File: src/rtl/cmp_evt_pkg.sv
package cmp_evt_pkg;
  typedef enum logic [1:0] {
    EDGE_NONE = 2'd0,
    EDGE_RISE = 2'd1,
    EDGE_FALL = 2'd2,
    EDGE_ANY  = 2'd3
  } edge_sel_e;

  typedef struct packed {
    logic      en;
    logic      pin_en;
    logic      inv;
    edge_sel_e sel;
  } cmp_ctrl_t;

  localparam int unsigned EN_BIT   = 0;
  localparam int unsigned PIN_BIT  = 1;
  localparam int unsigned INV_BIT  = 2;
  localparam int unsigned SEL_LSB  = 3;
  localparam int unsigned EVT_BIT  = 8;
  localparam int unsigned STAT_BIT = 9;
endpackage

File: src/rtl/cmp_sync.sv
module cmp_sync #(
  parameter int unsigned STAGES = 2
) (
  input  logic clk_i,
  input  logic rst_ni,
  input  logic d_i,
  output logic q_o
);
  logic [STAGES-1:0] ff_q;

  generate
    if (STAGES == 1) begin : g_one
      always_ff @(posedge clk_i or negedge rst_ni) begin
        if (!rst_ni) ff_q <= '0;
        else         ff_q <= d_i;
      end
    end else begin : g_chain
      always_ff @(posedge clk_i or negedge rst_ni) begin
        if (!rst_ni) ff_q <= '0;
        else         ff_q <= {ff_q[STAGES-2:0], d_i};
      end
    end
  endgenerate

  assign q_o = ff_q[STAGES-1];
endmodule

File: src/rtl/cmp_edge_det.sv
module cmp_edge_det
  import cmp_evt_pkg::*;
(
  input  logic      clk_i,
  input  logic      rst_ni,
  input  logic      en_i,
  input  edge_sel_e sel_i,
  input  logic      lvl_i,
  output logic      hit_o
);
  logic prev_q;
  logic armed_q;  // enabled last cycle too; blocks a false edge on enable
  logic rise, fall, sel_hit;

  always_ff @(posedge clk_i or negedge rst_ni) begin
    if (!rst_ni) begin
      prev_q  <= 1'b0;
      armed_q <= 1'b0;
    end else begin
      prev_q  <= lvl_i;
      armed_q <= en_i;
    end
  end

  assign rise = lvl_i & ~prev_q;
  assign fall = ~lvl_i & prev_q;

  always_comb begin
    unique case (sel_i)
      EDGE_RISE: sel_hit = rise;
      EDGE_FALL: sel_hit = fall;
      EDGE_ANY:  sel_hit = rise | fall;
      default:   sel_hit = 1'b0;
    endcase
  end

  assign hit_o = en_i & armed_q & sel_hit;
endmodule

File: src/rtl/cmp_ctrl_regs.sv
module cmp_ctrl_regs
  import cmp_evt_pkg::*;
#(
  parameter int unsigned REG_W = 16
) (
  input  logic             clk_i,
  input  logic             rst_ni,
  input  logic             we_i,
  input  logic [REG_W-1:0] wdata_i,
  input  logic             hit_i,
  input  logic             lvl_i,
  output cmp_ctrl_t        ctrl_o,
  output logic             trig_o,
  output logic [REG_W-1:0] rdata_o
);
  cmp_ctrl_t ctrl_q;
  logic      evt_q, trig_q, clr;

  assign clr = we_i & ~wdata_i[EVT_BIT];

  always_ff @(posedge clk_i or negedge rst_ni) begin
    if (!rst_ni) begin
      ctrl_q <= '0;
      evt_q  <= 1'b0;
      trig_q <= 1'b0;
    end else begin
      if (we_i) begin
        ctrl_q.en     <= wdata_i[EN_BIT];
        ctrl_q.pin_en <= wdata_i[PIN_BIT];
        ctrl_q.inv    <= wdata_i[INV_BIT];
        ctrl_q.sel    <= edge_sel_e'(wdata_i[SEL_LSB +: 2]);
      end
      // edge wins over a same-cycle clear
      evt_q  <= hit_i | (evt_q & ~clr);
      trig_q <= hit_i & ~evt_q;
    end
  end

  always_comb begin
    rdata_o                = '0;
    rdata_o[EN_BIT]        = ctrl_q.en;
    rdata_o[PIN_BIT]       = ctrl_q.pin_en;
    rdata_o[INV_BIT]       = ctrl_q.inv;
    rdata_o[SEL_LSB +: 2]  = ctrl_q.sel;
    rdata_o[EVT_BIT]       = evt_q;
    rdata_o[STAT_BIT]      = lvl_i;
  end

  assign ctrl_o = ctrl_q;
  assign trig_o = trig_q;
endmodule

File: src/rtl/cmp_evt_ctrl.sv
module cmp_evt_ctrl
  import cmp_evt_pkg::*;
#(
  parameter int unsigned SYNC_STAGES = 2,
  parameter int unsigned REG_W       = 16
) (
  input  logic             clk_i,
  input  logic             rst_ni,
  input  logic             cmp_raw_i,
  input  logic             reg_we_i,
  input  logic [REG_W-1:0] reg_wdata_i,
  output logic [REG_W-1:0] reg_rdata_o,
  output logic             pin_o,
  output logic             trig_o
);
  logic      raw_sync, lvl, hit;
  cmp_ctrl_t ctrl;

  cmp_sync #(.STAGES(SYNC_STAGES)) u_sync (
    .clk_i (clk_i),
    .rst_ni(rst_ni),
    .d_i   (cmp_raw_i),
    .q_o   (raw_sync)
  );

  assign lvl   = ctrl.en & (raw_sync ^ ctrl.inv);
  assign pin_o = ctrl.pin_en & lvl;

  cmp_edge_det u_edge (
    .clk_i (clk_i),
    .rst_ni(rst_ni),
    .en_i  (ctrl.en),
    .sel_i (ctrl.sel),
    .lvl_i (lvl),
    .hit_o (hit)
  );

  cmp_ctrl_regs #(.REG_W(REG_W)) u_regs (
    .clk_i  (clk_i),
    .rst_ni (rst_ni),
    .we_i   (reg_we_i),
    .wdata_i(reg_wdata_i),
    .hit_i  (hit),
    .lvl_i  (lvl),
    .ctrl_o (ctrl),
    .trig_o (trig_o),
    .rdata_o(reg_rdata_o)
  );
endmodule

File: config.mk
export PLATFORM = sky130hd
export DESIGN_NAME = cmp_evt_ctrl
export DESIGN_NICKNAME = d
export VERILOG_FILES = /design/src/rtl/cmp_evt_pkg.sv /design/src/rtl/cmp_sync.sv /design/src/rtl/cmp_edge_det.sv /design/src/rtl/cmp_ctrl_regs.sv /design/src/rtl/cmp_evt_ctrl.sv
export SDC_FILE = /design/constraint.sdc
export NUM_CORES = 1
export LEC_CHECK = 0
export BUFFER_PORTS_ARGS = -buffer_cell sky130_fd_sc_hd__buf_2
export CAP_MARGIN = 20
export CORE_MARGIN = 10
export CORE_UTILIZATION = 42
export DETAILED_ROUTE_END_ITERATION = 16
export PLACE_DENSITY = 0.91
export SETUP_SLACK_MARGIN = 0.15
export SYNTH_ARGS = -nofsm -noshare
export SYNTH_HDL_FRONTEND = slang
export SYNTH_HIERARCHICAL = 1
export SYNTH_SLANG_ARGS = --single-unit
File: constraint.sdc
create_clock -name clk_i -period 4.2 [get_ports clk_i]
set_input_delay 0.21 -clock clk_i [delete_from_list [all_inputs] [get_ports clk_i]]
set_output_delay 0.21 -clock clk_i [all_outputs]
set_load 0.02 [all_outputs]
# Word-level counts from Yosys, hierarchy flattened
# Cells that the tools add are included.
# totals
register_bits	11
inputBits	20
elab_cells	30
out_inout_bits	18
# classes
n_eq_ne	3
n_mux	1
n_bitwise	17
# ops
op	count
1-bit bitwise AND	9
1-bit inverter	5
2-bit equality test, second input constant	2
1-bit case mux with 3 select lines	1
2-bit by 1-bit equality test with 1-bit output, second input constant	1
1-bit bitwise OR	2
1-bit bitwise XOR	1

# Longest topological paths before layout
# Gate-level depths: netlist of run 1.
# depth
depth_word	8
mapped_depth	7
depth_no_buf	7

# Modules after synthesis
# The synthesis of run 1 kept the hierarchy.
# modules_own_cells
mod	area_each_um2	instances	cells_each	seq_area_each_um2
cmp_ctrl_regs	375.4	1	32	175.2
cmp_edge_det	112.6	1	11	50.0
cmp_sync	50.0	1	2	50.0
cmp_evt_ctrl	22.5	1	3	0.0

# Worst setup path before layout of run 1
# Ideal clock, no wire load.
# synth_timing
kind	register to register
start	register u_regs.ctrl_q, in the netlist u_regs/ctrl_o[2]
end	register u_regs.trig_q, in the netlist u_regs/trig_o
synth_period_minus_slack_ns	1.640
t_arrival_ns	1.568
path_buffers	0
path_slack_ns	2.560
required_ns	4.127
path_stages_with_launch	8
setup_ns	0.073
path_cell_list	dfrtp_1 -> xor2_1 -> and2_2 -> inv_1 -> ha_1 -> nand2b_1 -> a311oi_1 -> nor2b_1
# synth_via
elab_chain_cells	8
word_cells_on_any_way	9
cone_classes	mux (1); bitwise (8)
# synth_lines
item	line	source
start, declared	cmp_ctrl_regs.sv:16	cmp_ctrl_t ctrl_q;
1-bit bitwise XOR *	cmp_evt_ctrl.sv:26	assign lvl = ctrl.en & (raw_sync ^ ctrl.inv);
1-bit bitwise AND *	cmp_evt_ctrl.sv:26	
named net lvl	cmp_evt_ctrl.sv:16	logic raw_sync, lvl, hit;
1-bit inverter	cmp_edge_det.sv:26	assign fall = ~lvl_i & prev_q;
1-bit bitwise AND	cmp_edge_det.sv:26	
1-bit bitwise OR	cmp_edge_det.sv:32	EDGE_ANY: sel_hit = rise | fall;
1-bit case mux with 3 select lines *	cmp_edge_det.sv:29	unique case (sel_i)
1-bit bitwise AND *	cmp_edge_det.sv:37	assign hit_o = en_i & armed_q & sel_hit;
named net hit	cmp_evt_ctrl.sv:16	
1-bit bitwise AND *	cmp_ctrl_regs.sv:35	trig_q <= hit_i & ~evt_q;
end signal, assigned	cmp_ctrl_regs.sv:35	
end, declared	cmp_ctrl_regs.sv:17	logic evt_q, trig_q, clr;
# The timed path passes the listed nets; every way through them passes the cells marked *.
# A chain may end at the register's enable or synchronous reset.

# Worst setup path in the final report of run 1
# layout_timing
start	register u_regs.ctrl_q, in the netlist u_regs/ctrl_o[2]
end	register u_regs.trig_q, in the netlist u_regs/trig_o
# layout_via
elab_chain_cells	8
word_cells_on_any_way	9
cone_classes	mux (1); bitwise (8)
# layout_lines
item	line
1-bit bitwise XOR *	cmp_evt_ctrl.sv:26
1-bit bitwise AND *	cmp_evt_ctrl.sv:26
1-bit inverter	cmp_edge_det.sv:26
1-bit bitwise AND	cmp_edge_det.sv:26
1-bit bitwise OR	cmp_edge_det.sv:32
1-bit case mux with 3 select lines *	cmp_edge_det.sv:29
1-bit bitwise AND *	cmp_edge_det.sv:37
named net hit	cmp_evt_ctrl.sv:16
1-bit bitwise AND *	cmp_ctrl_regs.sv:35
# Marked as above.

==> results of run 1 <==
==> final cells by class <==
cell class | instances | area, µm² | area share [%]
timing repair buffer | 19 | 100 | 16.3
tap | 15 | 18.8 | 3.05
clock buffer | 4 | 26.3 | 4.27
multi-input combinational | 27 | 188 | 30.5
sequential | 11 | 275 | 44.7
inverter | 2 | 7.51 | 1.22
==> final timing paths <==
kind	startpoint	end	cells past startpoint
setup / recovery	u_regs/ctrl_o[2]	u_regs/trig_o	7
hold / removal	cmp_raw_i	u_sync/ff_q[0]	1
setup reg to reg	u_regs/ctrl_o[2]	u_regs/trig_o	7
hold reg to reg	u_sync/ff_q[0]	u_sync/ff_q[1]	0
max in group asynchronous	rst_ni	u_regs/ctrl_o[4]	2
min in group asynchronous	rst_ni	u_sync/ff_q[0]	2
==> stage by stage <==
stage | power, mW | hold WS [ns] | instance area, µm² | worst slack (ns)
2_1_floorplan | 0.180 | -0.0856 | 591 | 2.56
3_3_place_gp | 0.182 | 0.0787 | 579 | 2.42
3_5_place_dp | 0.184 | 0.0879 | 579 | 2.36
4_1_cts | 0.255 | 0.0497 | 616 | 2.34
5_1_grt | 0.263 | 0.0454 | 616 | 2.19
6_report | 0.250 | 0.0550 | 616 | 2.38
==> repair_timing <==
action / in CTS / in global routing
resized for setup: 0 / 0
hold buffers: 1 / 0
hold endpoints to repair: 11 / 0
==> power by group through the flow <==
stage | clock (mW) | combinational (mW) | sequential [mW]
2_1_floorplan | 0 | 0.0544 | 0.126
3_3_place_gp | 0 | 0.0555 | 0.126
3_5_place_dp | 0 | 0.0568 | 0.127
4_1_cts | 0.0718 | 0.0578 | 0.125
5_1_grt | 0.0743 | 0.0623 | 0.127
6_report | 0.0685 | 0.0568 | 0.125
==> cells by family (layout without fill, tap and decap cells) <==
logic type      Yosys count  after routing  synth area share [%]
simple gates              7              7                  7.59
xor+xnor                  1              1                  1.56
mux                       5              5                  10.0
buf+inv                  18             25                  22.8
compound gates            3              3                  3.79
flops                    11             11                  49.1
other cells               1              9                 0.669
fa+ha+maj                 2              2                  4.46
==> flip-flops by register name, indices dropped and copies added (netlist names) <==
signal	flops
u_sync/ff_q	2
u_edge/armed_q	1
u_regs/evt_q	1
u_edge/prev_q	1
u_regs/trig_o	1
u_regs/ctrl_o	5
==> Yosys cell counts, drive strengths merged <==
cell type | number | area, µm²
buf | 16 | 120
dfrtp | 11 | 275
mux2 | 5 | 56.3
nand2b | 3 | 18.8
ha | 2 | 25.0
inv | 2 | 7.51
a21o | 1 | 7.51
a21oi | 1 | 5.00
a311oi | 1 | 8.76
and2 | 1 | 7.51
and3 | 1 | 6.26
conb | 1 | 3.75
nand2 | 1 | 3.75
nor2b | 1 | 6.26
xor2 | 1 | 8.76
==> metal layers <==
layer | vias to the layer above | part of all wire, %
li1 | 160 | -
met1 | 147 | 38
met2 | 19 | 50
met3 | 0 | 12
met4 | 0 | 0
met5 | - | 0
==> worst reg2reg max path: cells and delay by family, from the launching register on <==
| kind | cells | cell delay, ns |
|---|---|---|
| adders and majority gates | 1 | 0.27 |
| DFF | 1 | 0.40 |
| buffers and inverters | 1 | 0.05 |
| and+or+nand+nor | 3 | 0.51 |
| xor gates and xnor gates | 1 | 0.21 |
| AOI/OAI and AO/OA | 1 | 0.32 |
==> metrics.md, run 1 <==
| Metric | Value |
|---|---|
| Status | `finished clean` |
| Seq pwr share | `49.9%` |
| Max cap viols | `0` |
| CP max stage delay | `0.40 ns` |
| Delay-heaviest family, CP | `simple AND/OR/NAND/NOR gates` |
| Fmax achieved | `0.548 GHz` |
| Total track usage | `6.33%` |
| Die Width | `56.5 µm` |
| First-pass GRT wire length | `1640 µm` |
| Clk network pwr share | `between 20% and 30%` |
| Fill count | `125` |
| Post-CTS Setup Inserts | `0` |
| Fin crit period | `1.82 ns` |
| Chip height | `56.5 µm` |
| Commonest non-fill, non-tap cell in the layout | `buf_2` |
| VDD IR max | `approximately 230 µV` |
| Seq cells post-synth | `11` |
| Die Area | `3200 µm²` |
| HPWL after DPL | `871 µm` |
| Residual DRC count | `0` |
| Worst clock skew | `roughly 0.0029 ns` |
| Final Instance Count excl. Fillers | `78` |
| Global route hottest layer | `met2` |
| Via count | `roughly 330` |
| RSZ-0062 raised after global routing | `false` |
| Drt first pass iters | `4` |
| Syn_area_per_cell | `11.7 µm²` |
| Type of origin of the critical path | `register` |
| Post-synth cell types | `15` |
| CTS sink count | `11` |
| Total CTS buffers | `3` |
| Final setup fails | `0` |
| Critical path data required time | `4.39 ns` |
| I/O Buffers | `18` |
| Core ar. | `1280 µm²` |
| Final hold vios | `0` |
| H-tree Lvls | `1` |
| Part of the cycle the worst path needs | `roughly 43%` |
| DRT iter0 DRCs | `3` |
| Grt met1 use | `5.76%` |
| Register area share after synthesis | `49.1%` |
| ANT nets after route | `0` |
| Synthesis Warnings | `6` |
| Worst-path fanout max | `4` |
| Clk_lat worst skew | `0.26 ns` |
| Clock Path Buffers | `2` |
| Clock-pin slew on the worst setup and hold paths | `approximately 0.070 ns` |
| Worst path slowest cell | `dfrtp_1` |
| Switching share of power | `29.9%` |
| Cell count after synthesis | `48` |
| Hold Crit Class | `in2reg` |
| Buf/Inv on CP | `1` |
| DRT Wirelength | `1000 µm` |
| Grt total ovfl | `0` |
| Post-synth design cell area | `approximately 560 µm²` |
| Met3 Track Usage GR | `approximately 3.6%` |
| Leakage power | `0.332 nW` |
| GPL Wtd Cong | `between 0.6 and 0.7` |
| Power per cell area | `about 400 nW/µm²` |
| Crit. End Element | `register` |
| Vias in the first global route | `369` |
| Crit path DAT | `between 2 and 2.5 ns` |
| Combinational share of power | `22.7%` |
| Root Buffer | `clkbuf_4` |
| Reg2Reg Setup Slack | `2.38 ns` |
| Maximum number of pins on one net before global-route repair | `12` |
| Routed WL per cell | `12.8 µm` |
| Row count | `13` |
| Share of layout cells above drive strength 1 | `42.9%` |
| Via/cell ratio | `4.18` |
| Layout area overhead | `9.82%` |
| GR Layer Usage met2 | `11.0%` |
| Commonest cells after routing, fill and taps aside | `buf_2, dfrtp_1, conb_1` |
| Worst path cell trace | `xor2_1 > and2_2 > inv_1 > ha_1 > nand2b_1 > a311oi_1 > nor2b_1` |
| Dpl cells | `73` |
| Worst setup path class | `reg2reg` |
| Starting Density | `43.6%` |
| TNS Setup | `0 ns` |
| Initial antenna violation count | `0` |
| Final Util | `a little under half` |
| Final net count | `86` |
| Int Power | `around 0.18 mW` |
| # IOs | `38` |
| CTS tree | `built` |
| Net switching power | `0.0746 mW` |
| Final slew viol count | `0` |
| Antenna Cells | `0` |
(Power assumes the default switching activity.)
==> run 2: changes to the inputs <==
Settings changed: CORE_UTILIZATION 42 to 39, PLACE_DENSITY 0.91 to 0.86.
Clock period 4.2 ns to 1.7 ns, I/O delays scaled along.
==> run 2 against run 1 <==
  * Combinational power rose to 3.1 times the previous value
  * Maximum frequency up 14%
  * Core utilization up 3.6 points
  * Routed wire length up 11%
  * Power rose to 2.7 times the previous value
  * Design area up 12%
  * Cell count up 5.1%
  * Critical endpoint unchanged
  * Largest power group unchanged
==> metrics.md, run 2 (synthesis gave the netlist of run 1 again) <==
| Metric | Value |
|---|---|
| CTS sink count | `11` |
| Worst clock skew | `0.000795 ns` |
| Commonest non-fill, non-tap cell in the layout | `buf_2` |
| Clk network pwr share | `25.9%` |
| Multi-input combinational cell area | `226 µm²` |
| Clk_lat worst skew | `0.26 ns` |
| Part of the cycle the worst path needs | `a little over nine tenths` |
| Final hold vios | `0` |
| Root Buffer | `clkbuf_4` |
| Final net count | `90` |
| Drt first pass iters | `4` |
| Max reg flops | `5` |
| Antenna Cells | `0` |
| Worst-path fanout max | `2` |
| Die Area | `3350 µm²` |
| Worst setup path class | `reg2reg` |
| Clock-pin slew on the worst setup and hold paths | `roughly 0.07 ns` |
| VDD IR max | `554 µV` |
| Via/cell ratio | `~4.3` |
| Residual DRC count | `0` |
| Via count | `356` |
| Seq pwr share | `47.3%` |
| Initial antenna violation count | `0` |
| Row count | `13` |
| Total track usage | `7.17%` |
| FF+latch area | `275 µm²` |
| RSZ-0062 raised after global routing | `true` |
| Starting Density | `42.0%` |
| I/O Buffers | `18` |
| Switching share of power | `a little under a third` |
| Worst setup margin | `0.0985 ns` |
| GPL Wtd Cong | `0.723` |
| Grt total ovfl | `0` |
| Int Power | `0.459 mW` |
| Critical path data required time | `1.90 ns` |
| Layout area overhead | `22.5%` |
| Share of layout cells above drive strength 1 | `53.7%` |
| Type of origin of the critical path | `register` |
| DRT Wirelength | `1110 µm` |
| Status | `finished clean` |
| H-tree Lvls | `1` |
| ANT nets after route | `0` |
| DRT iter0 DRCs | `2` |
| Chip height | `57.9 µm` |
| Crit. End Element | `register` |
| Leakage power | `0.361 nW` |
| WHS | `0.0501 ns` |
| Power per cell area | `965 nW/µm²` |
| First-pass GRT wire length | `1880 µm` |
| Pre-CTS WS | `-0.00220 ns` |
| # IOs | `38` |
| Total CTS buffers | `3` |
| Combinational share of power | `26.7%` |
| Routed WL per cell | `13.5 µm` |
| Net switching power | `0.204 mW` |
| CTS tree | `built` |
| Final Instance Count excl. Fillers | `82` |
| Vias in the first global route | `451` |
| Fmax achieved | `0.624 GHz` |
| Fill count | `125` |
| Core ar. | `between 1000 and 1500 µm²` |
| Maximum number of pins on one net before global-route repair | `12` |
| Die Width | `57.9 µm` |
| Crit path DAT | `approximately 1.8 ns` |
| Fin crit period | `1.60 ns` |
| Final slew viol count | `0` |
| Clock Path Buffers | `2` |
| Final setup fails | `0` |
| Commonest cells after routing, fill and taps aside | `buf_2, dfrtp_1, conb_1` |
| Hold Crit Class | `in2reg` |
| Max cap viols | `0` |
| Dpl cells | `between 70 and 80` |
## run 2: worst max-delay path: stages, from the launching register on
cell and delay [ns]:
dfrtp_1 0.40, xor2_2 0.19, and2_4 0.18, inv_2 0.04
ha_4 0.20, nand2b_4 0.13, a311oi_2 0.25, nor2b_1 0.16
## run 2: power groups by stage
stage | logic (mW) | registers, mW | clock network (mW)
2_1_floorplan | 0.137 | 0.311 | 0
3_3_place_gp | 0.148 | 0.311 | 0
3_5_place_dp | 0.150 | 0.313 | 0
4_1_cts | 0.168 | 0.311 | 0.179
5_1_grt | 0.192 | 0.319 | 0.188
6_report | 0.177 | 0.314 | 0.172
## run 2: per-layer routing
layer  vias to the layer above  track usage (%)  share of wire (%)
li1                        165                -                  -
met1                       163             6.36                 41
met2                        24             11.3                 43
met3                         4             4.36                 14
met4                         0             6.04                2.5
met5                         -                0                  0
## run 2: through the flow
step           area, µm²  setup TNS, ns  utilization, %  power [mW]
2_1_floorplan        592              0               -       0.448
3_3_place_gp         596              0            44.7       0.459
3_5_place_dp         596       -0.00220            44.7       0.464
4_1_cts              668              0            50.1       0.658
5_1_grt              687              0            51.5       0.699
6_report             687              0            51.5       0.663
## run 2: worst paths after layout
check,start,slack [ns],endpoint,cells after the start
worst max-delay path,u_sync/ff_q[1],0.1,u_regs/trig_o,7
worst min-delay path,reg_wdata_i[2],0.05,u_regs/ctrl_o[2],2
worst min register to register,u_sync/ff_q[0],0.36,u_sync/ff_q[1],0
worst max register to register,u_sync/ff_q[1],0.1,u_regs/trig_o,7
min in group asynchronous,rst_ni,0.22,u_regs/ctrl_o[4],2
max in group asynchronous,rst_ni,1.28,u_regs/evt_q,2
## run 2: final cells by class
type,instances,share of cell area (%)
flip-flops and latches,11,40.1
well taps,15,2.73
multi-input cells,27,33.0
inverters,2,1.09
clock buffers,4,3.83
repair buffers,23,19.3
## run 2: timing repair
item,4_1_cts,5_1_grt
resized for setup,3,2
hold endpoints to repair,12,0
setup buffers,0,1
hold buffers,2,0
setup endpoints to repair,2,2
pin swaps,2,1
==> run 3: changes to the inputs <==
Settings changed: CAP_MARGIN 20 to 10, PLACE_DENSITY 0.86 to 0.72.
==> run 3 against run 2 <==
  * Design area up 2.0%
  * Die area stayed put
  * Maximum frequency up 0.49%
  * Critical endpoint unchanged
==> metrics.md, run 3 (synthesis gave the netlist of run 1 again) <==
| Metric | Value |
|---|---|
| Total track usage | `7.30%` |
| DRT Wirelength | `1140 µm` |
| Part of the cycle the worst path needs | `between 90% and 100%` |
| Drt first pass iters | `4` |
| ANT nets after route | `0` |
| First-pass GRT wire length | `1880 µm` |
| Crit. Startpoint | `u_sync/ff_q[1]` |
| Share of layout cells above drive strength 1 | `54.4%` |
| I/O Buffers | `18` |
| Fmax achieved | `0.627 GHz` |
| Die Area | `3350 µm²` |
| Die Width | `57.9 µm` |
| Pre-CTS WS | `-0.00637 ns` |
| Root Buffer | `clkbuf_4` |
| Hold path depth | `2` |
| Worst setup path class | `reg2reg` |
| Origin of the critical flop-to-flop path | `u_sync/ff_q[1]` |
| Routed WL per cell | `13.7 µm` |
| Final Instance Count excl. Fillers | `83` |
| Type of origin of the critical path | `register` |
| Residual DRC count | `0` |
| Max cap viols | `0` |
| Max reg flops | `5` |
| Total CTS buffers | `3` |
| CTS sink count | `11` |
| HPWL after DPL | `887 µm` |
| Final setup fails | `0` |
| Pwr Total | `0.669 mW` |
| Via/cell ratio | `~4.4` |
| RSZ-0062 raised after global routing | `true` |
| Clk_lat worst skew | `0.26 ns` |
| Hold path start | `reg_wdata_i[2]` |
| Crit path DAT | `1.79 ns` |
| Hold Crit Class | `in2reg` |
| Leakage power | `0.367 nW` |
| Dpl cells | `75` |
| Clock Path Buffers | `2` |
| Starting Density | `between 40% and 50%` |
| Maximum number of pins on one net before global-route repair | `12` |
| Final net count | `91` |
| Chip height | `57.9 µm` |
| Vias in the first global route | `around 440` |
| Status | `finished clean` |
| Worst setup margin | `between 0.1 and 0.15 ns` |
| Critical path data required time | `1.90 ns` |
| Via count | `~370` |
| # IOs | `38` |
| Worst clock skew | `around 0.0023 ns` |
| GPL Wtd Cong | `0.689` |
| Final slew viol count | `0` |
| Grt total ovfl | `0` |
| Final instance area | `approximately 700 µm²` |
| Worst-path fanout max | `2` |
| Fin crit period | `around 1.6 ns` |
| Row count | `13` |
| Power per cell area | `roughly 950 nW/µm²` |
| DRT iter0 DRCs | `2` |
| H-tree Lvls | `1` |
| Clock-pin slew on the worst setup and hold paths | `about 0.070 ns` |
| Core ar. | `~1300 µm²` |
| Hold Path Sink | `u_regs/ctrl_o[2]` |
| Final Util | `52.5%` |
| Commonest cells after routing, fill and taps aside | `buf_2, dfrtp_1, conb_1` |
| WHS | `0.0511 ns` |
| TNS Setup | `0 ns` |
| CTS tree | `built` |
| Layout area overhead | `25.0%` |
| Crit Reg-Reg Endpoint | `u_regs/trig_o` |
| Final hold vios | `0` |
| Reg2Reg Setup Slack | `roughly 0.11 ns` |
| Reg2Reg Depth | `7` |
| VDD IR max | `534 µV` |
| Area post-placement | `596 µm²` |
| Antenna Cells | `0` |
| Commonest non-fill, non-tap cell in the layout | `buf_2` |
| Crit. End Element | `register` |
| Initial antenna violation count | `0` |
-- run 3: changes by cell type in the layout (fill, tap and decap cells not counted), sizes merged --
cell / change
buf: +1
-- run 3: layout make-up --
class / instances / area, µm²
Clock buffer: 4 / 26.3
Fill cell: 129 / 633
Inverter: 2 / 7.51
Multi-Input combinational cell: 27 / 226
Sequential cell: 11 / 275
Tap cell: 15 / 18.8
Timing Repair Buffer: 24 / 146
-- run 3: what timing repair did --
item                                    CTS  global route
hold buffers                              2             0
resized for setup                         3             4
endpoints found under the hold margin    12             0
buffers inserted                          2             0
endpoints found under the setup margin    2             3
pin swaps                                 3             1
-- run 3: metal layers --
| layer | vias to the layer above | part of all wire (%) | track usage (%) |
|---|---|---|---|
| met2 | 22 | 49 | 11.3 |
| met4 | 0 | 0.79 | 5.03 |
| met1 | 173 | 38 | 6.73 |
| met5 | - | 0 | 0 |
| met3 | 2 | 13 | 5.01 |
| li1 | 169 | - | - |
-- run 3: how the worst max path moves through the flow --
stage / to / depth (start not counted) / slack (ns)
5_1_grt: u_regs/trig_o / 7 / 0.05
2_1_floorplan: u_regs/trig_o / 7 / 0.1
3_5_place_dp: u_regs/trig_o / 7 / -0.006
3_3_place_gp: u_regs/trig_o / 7 / 0.01
4_1_cts: u_regs/trig_o / 7 / 0.07
6_report: u_regs/trig_o / 7 / 0.11
-- run 3: worst max-delay path: stages, from the launching register on --
cell and delay (ns):
dfrtp_1 0.40, xor2_2 0.18, and2_4 0.17, inv_2 0.06, ha_4 0.18, nand2b_4 0.13, a311oi_2 0.25, nor2b_1 0.16
-- run 3: report_power, final --
part           internal (mW)  total [mW]  switching [mW]
logic                 0.0849       0.182          0.0974
clock network         0.0906       0.172          0.0813
registers              0.289       0.314          0.0255
total                  0.464       0.669           0.204
